[config.mk]
export PLATFORM = sky130hd
export DESIGN_NAME = ivt_bank
export DESIGN_NICKNAME = d
export VERILOG_FILES = /design/src/rtl/ivt_pkg.sv /design/src/rtl/ivt_unit.sv /design/src/rtl/ivt_ctrl.sv /design/src/rtl/ivt_datapath.sv /design/src/rtl/ivt_bank.sv
export SDC_FILE = /design/constraint.sdc
export NUM_CORES = 1
export LEC_CHECK = 0
export ABC_CLOCK_PERIOD_IN_PS = 4600
export BUFFER_PORTS_ARGS = -buffer_cell sky130_fd_sc_hd__buf_4
export CAP_MARGIN = 25
export CELL_PAD_IN_SITES_DETAIL_PLACEMENT = 1
export CELL_PAD_IN_SITES_GLOBAL_PLACEMENT = 2
export CORE_MARGIN = 2
export CORE_UTILIZATION = 30
export DETAILED_ROUTE_END_ITERATION = 12
export PLACE_DENSITY = 0.69
export RECOVER_POWER = 100
export SLEW_MARGIN = 10
export SYNTH_ARGS = -nofsm -noshare
export SYNTH_HDL_FRONTEND = slang
export SYNTH_SLANG_ARGS = --single-unit
export TNS_END_PERCENT = 100
[constraint.sdc]
create_clock -name clk -period 4.6 [get_ports clk]
set_clock_uncertainty 0.05 [all_clocks]
set_input_delay 1.38 -clock clk [delete_from_list [all_inputs] [get_ports clk]]
set_output_delay 1.38 -clock clk [all_outputs]
set_load 0.1 [all_outputs]
[src/rtl/ivt_pkg.sv]
package ivt_pkg;

  // Limit and count fields live in bits 30:10 of a register word.
  localparam int LIM_LSB = 10;
  localparam int FIELD_W = 21;

  typedef enum logic [2:0] {
    OFF_LIMIT  = 3'd0,
    OFF_COUNT  = 3'd1,
    OFF_PEEK   = 3'd2,
    OFF_RSVD   = 3'd3,
    OFF_CONFIG = 3'd4
  } regOff_e;

  // Shared strobes from control to datapath.
  typedef struct packed {
    logic    tick;
    logic    wrCfg;
    logic    rdStb;
    regOff_e rdOff;
  } ctrlStrb_t;

  // Per-timer commands.
  typedef struct packed {
    logic loadLimit;
    logic ackRead;
  } tmrCmd_t;

endpackage

[src/rtl/ivt_unit.sv]
module ivt_unit
  import ivt_pkg::*;
(
  input  logic               clk,
  input  logic               rstN,
  input  logic               tick,
  input  tmrCmd_t            cmd,
  input  logic [FIELD_W-1:0] limitIn,
  output logic [FIELD_W-1:0] limitQ,
  output logic [FIELD_W-1:0] cntQ,
  output logic               pendQ
);

  logic [FIELD_W:0] cntNext;
  logic             hit;

  assign cntNext = {1'b0, cntQ} + (FIELD_W+1)'(1);
  assign hit     = tick && (limitQ != '0) && (cntNext >= {1'b0, limitQ});

  always_ff @(posedge clk or negedge rstN) begin
    if (!rstN) begin
      limitQ <= '0;
      cntQ   <= FIELD_W'(1);
      pendQ  <= 1'b0;
    end else if (cmd.loadLimit) begin
      limitQ <= limitIn;
      cntQ   <= FIELD_W'(1);
      pendQ  <= 1'b0;
    end else begin
      if (hit) begin
        cntQ <= FIELD_W'(1);
      end else if (tick) begin
        cntQ <= cntNext[FIELD_W-1:0];
      end
      // a new hit outranks an acknowledge in the same cycle
      if (hit) begin
        pendQ <= 1'b1;
      end else if (cmd.ackRead) begin
        pendQ <= 1'b0;
      end
    end
  end

endmodule

[src/rtl/ivt_ctrl.sv]
module ivt_ctrl
  import ivt_pkg::*;
#(
  parameter int NUM_CPUS = 4,
  parameter int TICK_DIV = 50,
  parameter int IDX_W    = 3
) (
  input  logic                 clk,
  input  logic                 rstN,
  input  logic [IDX_W+2:0]     regAddr,
  input  logic                 regWr,
  input  logic                 regRd,
  output ctrlStrb_t            strb,
  output tmrCmd_t [NUM_CPUS:0] cmdVec,
  output logic [IDX_W-1:0]     rdIdx
);

  localparam int PRE_W = (TICK_DIV > 1) ? $clog2(TICK_DIV) : 1;

  logic [PRE_W-1:0] preCnt;
  logic             preWrap;
  logic [IDX_W-1:0] idx;
  regOff_e          off;

  assign preWrap = (preCnt == PRE_W'(TICK_DIV - 1));

  always_ff @(posedge clk or negedge rstN) begin
    if (!rstN) begin
      preCnt <= '0;
    end else if (preWrap) begin
      preCnt <= '0;
    end else begin
      preCnt <= preCnt + PRE_W'(1);
    end
  end

  assign idx = regAddr[IDX_W+2:3];
  assign off = regOff_e'(regAddr[2:0]);

  for (genvar t = 0; t <= NUM_CPUS; t++) begin : g_cmd
    logic sel;
    assign sel = (idx == IDX_W'(t));
    assign cmdVec[t].loadLimit = regWr && sel && (off == OFF_LIMIT || off == OFF_PEEK);
    assign cmdVec[t].ackRead   = regRd && sel && (off == OFF_LIMIT);
  end

  assign strb.tick  = preWrap;
  assign strb.wrCfg = regWr && (idx == IDX_W'(NUM_CPUS)) && (off == OFF_CONFIG);
  assign strb.rdStb = regRd;
  assign strb.rdOff = off;
  assign rdIdx      = idx;

endmodule

[src/rtl/ivt_datapath.sv]
module ivt_datapath
  import ivt_pkg::*;
#(
  parameter int NUM_CPUS = 4,
  parameter int IDX_W    = 3
) (
  input  logic                 clk,
  input  logic                 rstN,
  input  ctrlStrb_t            strb,
  input  tmrCmd_t [NUM_CPUS:0] cmdVec,
  input  logic [IDX_W-1:0]     rdIdx,
  input  logic [31:0]          wrData,
  output logic [31:0]          rdData,
  output logic                 rdValid,
  output logic [NUM_CPUS:0]    pendVec
);

  localparam int NT = NUM_CPUS + 1;

  logic [FIELD_W-1:0] limitArr [NT];
  logic [FIELD_W-1:0] cntArr   [NT];
  logic [NUM_CPUS-1:0] cfgQ;
  logic [FIELD_W-1:0] limitIn;
  logic [31:0]        rdNext;
  logic               unusedWr;

  assign limitIn  = wrData[LIM_LSB +: FIELD_W];
  assign unusedWr = ^{wrData[31], wrData[LIM_LSB-1:NUM_CPUS]};

  for (genvar t = 0; t < NT; t++) begin : g_tmr
    ivt_unit u_tmr (
      .clk     (clk),
      .rstN    (rstN),
      .tick    (strb.tick),
      .cmd     (cmdVec[t]),
      .limitIn (limitIn),
      .limitQ  (limitArr[t]),
      .cntQ    (cntArr[t]),
      .pendQ   (pendVec[t])
    );
  end

  always_ff @(posedge clk or negedge rstN) begin
    if (!rstN) begin
      cfgQ <= '0;
    end else if (strb.wrCfg) begin
      cfgQ <= wrData[NUM_CPUS-1:0];
    end
  end

  always_comb begin
    rdNext = '0;
    if (int'(rdIdx) < NT) begin
      case (strb.rdOff)
        OFF_LIMIT, OFF_PEEK: rdNext = {pendVec[rdIdx], limitArr[rdIdx], LIM_LSB'(0)};
        OFF_COUNT:           rdNext = {pendVec[rdIdx], cntArr[rdIdx], LIM_LSB'(0)};
        OFF_CONFIG: begin
          if (int'(rdIdx) == NUM_CPUS) rdNext = {{(32-NUM_CPUS){1'b0}}, cfgQ};
        end
        default:             rdNext = '0;
      endcase
    end
  end

  always_ff @(posedge clk or negedge rstN) begin
    if (!rstN) begin
      rdData  <= '0;
      rdValid <= 1'b0;
    end else begin
      rdValid <= strb.rdStb;
      if (strb.rdStb) rdData <= rdNext;
    end
  end

endmodule

[src/rtl/ivt_bank.sv]
module ivt_bank
  import ivt_pkg::*;
#(
  parameter  int NUM_CPUS = 4,
  parameter  int TICK_DIV = 50,
  localparam int IDX_W    = $clog2(NUM_CPUS + 1),
  localparam int ADDR_W   = IDX_W + 3
) (
  input  logic                clk,
  input  logic                rstN,
  input  logic [ADDR_W-1:0]   regAddr,
  input  logic                regWr,
  input  logic                regRd,
  input  logic [31:0]         regWdata,
  output logic [31:0]         regRdata,
  output logic                regRvalid,
  output logic                irqSys,
  output logic [NUM_CPUS-1:0] irqCpu
);

  ctrlStrb_t            strb;
  tmrCmd_t [NUM_CPUS:0] cmdVec;
  logic [IDX_W-1:0]     rdIdx;
  logic [NUM_CPUS:0]    pendVec;

  ivt_ctrl #(
    .NUM_CPUS (NUM_CPUS),
    .TICK_DIV (TICK_DIV),
    .IDX_W    (IDX_W)
  ) u_ctrl (
    .clk     (clk),
    .rstN    (rstN),
    .regAddr (regAddr),
    .regWr   (regWr),
    .regRd   (regRd),
    .strb    (strb),
    .cmdVec  (cmdVec),
    .rdIdx   (rdIdx)
  );

  ivt_datapath #(
    .NUM_CPUS (NUM_CPUS),
    .IDX_W    (IDX_W)
  ) u_dp (
    .clk     (clk),
    .rstN    (rstN),
    .strb    (strb),
    .cmdVec  (cmdVec),
    .rdIdx   (rdIdx),
    .wrData  (regWdata),
    .rdData  (regRdata),
    .rdValid (regRvalid),
    .pendVec (pendVec)
  );

  assign irqSys = pendVec[NUM_CPUS];
  assign irqCpu = pendVec[NUM_CPUS-1:0];

endmodule

==> flow_metrics.tcl <==
set metrics [dict create \
    outcome "complete, but fails checks" \
    violations "capacitance limit, slew limit" \
    ys.warnings.count 0 \
    critPathLaunchType "flop" \
    synth_edf_count 0 \
    wirelength_um 64300 \
    min_period_ns 4.32 \
    drt-initial-drc-count 771 \
    fmax_ghz 0.231 \
    syn_area_per_cell_um2 8.89 \
    cts_tree "done" \
    fin_nets 2051 \
    ir_drop_v 0.000185 \
    synth_top_area_share_pct 37.4 \
    ys_top_cells_by_area "dfrtp_1 37%, ha_1 8.5%, mux4_2 5.7%, nand2_1 5.5%, o21ai_0 4.9%" \
    die_w_um 239 \
    post-dp-hpwl_um 49000 \
    synthTopCellsByCount "247 x dfrtp_1, 243 x nand2_1, 161 x o21ai_0, 141 x inv_1, 113 x nand3_1" \
    slowest_delay_ns 0.58 \
    cts_max_level 2 \
    cts_made_buffers 35 \
    antenna_found_initial 1 \
    worst_pin_slew_ns 2.60 \
    cts_buffer_depth 3 \
    finalSetupViolCount 0 \
    ant_nets 0 \
    post-route-period-util_pct 94.0 \
    vias 14345 \
    ys_ff_latch 252 \
    fin_setup_tns_ns 0 \
    overflow 0 \
    cts_setup_buffers 0 \
    ys_async_sr_fraction_pct 100 \
    multi_input_area_um2 9080 \
    hp-class "reg -> reg" \
    synthFlopType "dfrtp_1" \
    cts-root-buf "clkbuf_16" \
    grt_usage_pct 22.9 \
    cts-resized-gates 0 \
    synth_most_common_cell "dfrtp_1" \
    leakagePower_nw 8.31 \
    dieArea_um2 57000 \
    wire_per_inst_um 24.5 \
    drive_above_1_share_pct 11.0 \
    clkTransAtPathRegs_ns 0.06 \
    hold_viol 0 \
    nFillCells 6345 \
    via_per_inst 5.46 \
    synth_area_um2 16500 \
    max-slew-margin-rel_pct -73.0 \
    cp.required_ns 4.98 \
    grt_setup_unrepaired "false" \
    ys_seq_area_share_pct 38.2 \
    cts_sinks 252 \
    start_util_pct 30.2 \
    port_buffers 66 \
    netlist_instances 1861 \
    path_class "reg -> reg" \
    first_pass_iters 4 \
    coreArea_um2 54800 \
    cp-end-kind "flop" \
    seqCellArea_um2 6310 \
    p_per_area_nw_per_um2 414 \
    crit_fanout 6 \
    crit_arrival_ns 4.70 \
    placementRows 86 \
    io_pins 80 \
    gp_congestion 0.903 \
    drc_errors 0 \
    clock_latency_ns 0.56 \
    synthToLayoutAreaGrowth_pct 13.5 \
    cts_hold_buf 0 \
    p_total_mw 7.77 \
    grt_pass1_vias 14859 \
    path_cells "ha_1 -> nand4_1 -> nor3_1 -> clkbuf_1 -> and3_1 -> and3_1 -> xor2_1 -> ha_1 -> nand3_1 -> or3_2 -> o21ai_0 -> a41o_1 -> o31ai_2 -> nor2_1 -> clkbuf_1 -> nor3_1" \
    yosysUniqueCellTypes 76 \
    cpMaxStageDelayCell "dfstp_2" \
    grt_max_degree 87 \
    maxCapViolCount 3 \
    slew_violations 187 \
    fp.dieH_um 239 \
    synth_area_leader_cell "dfrtp_1" \
    grt_pass1_wl_um 96800 \
]
## power breakdown
part | internal, mW | total (mW) | switching, mW
sequential | 2.52 | 2.84 | 0.324
clock | 1.75 | 2.88 | 1.13
combinational | 0.790 | 2.05 | 1.25
total | 5.06 | 7.77 | 2.71
## path summary, 6_finish.rpt
kind,start,to,slack (ns),depth (start not counted)
worst max-delay path,u_dp.g_tmr[1].u_tmr.cntQ[0],u_dp.g_tmr[1].u_tmr.cntQ[16],0.28,16
worst min-delay path,u_ctrl.preCnt[0],u_ctrl.preCnt[0],0.45,1
worst max register to register,u_dp.g_tmr[1].u_tmr.cntQ[0],u_dp.g_tmr[1].u_tmr.cntQ[16],0.28,16
worst min register to register,u_ctrl.preCnt[0],u_ctrl.preCnt[0],0.45,1
max in group asynchronous,rstN,u_dp.g_tmr[0].u_tmr.limitQ[19],0.55,2
min in group asynchronous,rstN,u_dp.rdData[3],1.50,1
## through the flow
step / area [µm²] / instances / worst slack [ns] / utilization [%] / hold WS, ns
final: 18800 / 2628 / 0.275 / 34.3 / 0.450
after global routing: 18800 / 2627 / 0.0319 / 34.3 / 0.478
after CTS: 19100 / 2626 / 0.370 / 34.8 / 0.457
after detailed placement: 17900 / 2563 / 0.384 / 32.6 / 0.446
after global placement: 17900 / 2563 / 0.350 / 32.6 / 0.422
after floorplan: 16600 / 1866 / 1.01 / - / 0.411
## kinds of logic (layout without fill, tap and decap cells)
group	Yosys count	after routing	synth area share, %
compound gates	398	398	14.1
xor+xnor	120	120	6.36
fa+ha+maj	112	112	8.47
buf+inv	262	319	6.64
flops	252	252	38.2
mux	50	50	6.34
other cells	1	7	0.0227
simple gates	666	666	19.9
## metal layers
layer | part of all wire [%] | track usage, % | wire length [µm]
met1 | 45 | 30.7 | 28900
met2 | 47 | 37.5 | 30400
met3 | 4.6 | 3.29 | 2960
met4 | 3.3 | 8.20 | 2100
met5 | 0.020 | 0 | 13
## flip-flops by register name (all words and copies together), names as in the netlist
register / flops
u_dp.rdData: 26
u_dp.g_tmr.u_tmr.cntQ: 105
u_dp.g_tmr.u_tmr.pendQ: 5
u_ctrl.preCnt: 6
u_dp.rdValid: 1
u_dp.cfgQ: 4
u_dp.g_tmr.u_tmr.limitQ: 105
## worst max-delay path: cells and delay by family, from the launching register on
family	cells	cell delay (ns)
adder cells (fa/ha/maj)	2	0.48
AND/OR/NAND/NOR	8	1.99
flip-flops	1	0.58
XOR/XNOR	1	0.11
buffers and inverters	2	0.56
AO/OA/AOI/OAI	3	0.43
## cell type report
cell class                 count  area share, %
tap                          704           4.69
antenna                        1         0.0133
sequential                   252           33.6
multi-input combinational   1352           48.4
timing repair buffer         114           4.03
clock buffer                  48           5.53
inverter                     142           2.84
clock inverter                15          0.840
## placed cells by master, fill, tap and decap left out, drive strengths merged, types with 3 or more instances in the layout
master and n:
clkinvlp 3, clkinv 9, mux2 5, bufinv 3
dfrtp 247, nand2 243, o21ai 182, or3 4
conb 6, o22ai 23, and4 13, a221oi 4
dfstp 5, ha 112, or4 7, nor2b 4
nand2b 4, and3 66, nor2 84, a31oi 4
clkbuf 99, nor3 42, a32o 13, nor4 21
mux4 43, o31ai 4, o21a 7, a21oi 121
o221ai 3, and2 7, nand4 44, a21o 18
buf 63, inv 142, xor2 48, nand3 123
xnor2 72
Power figures use the tool's default switching activity.
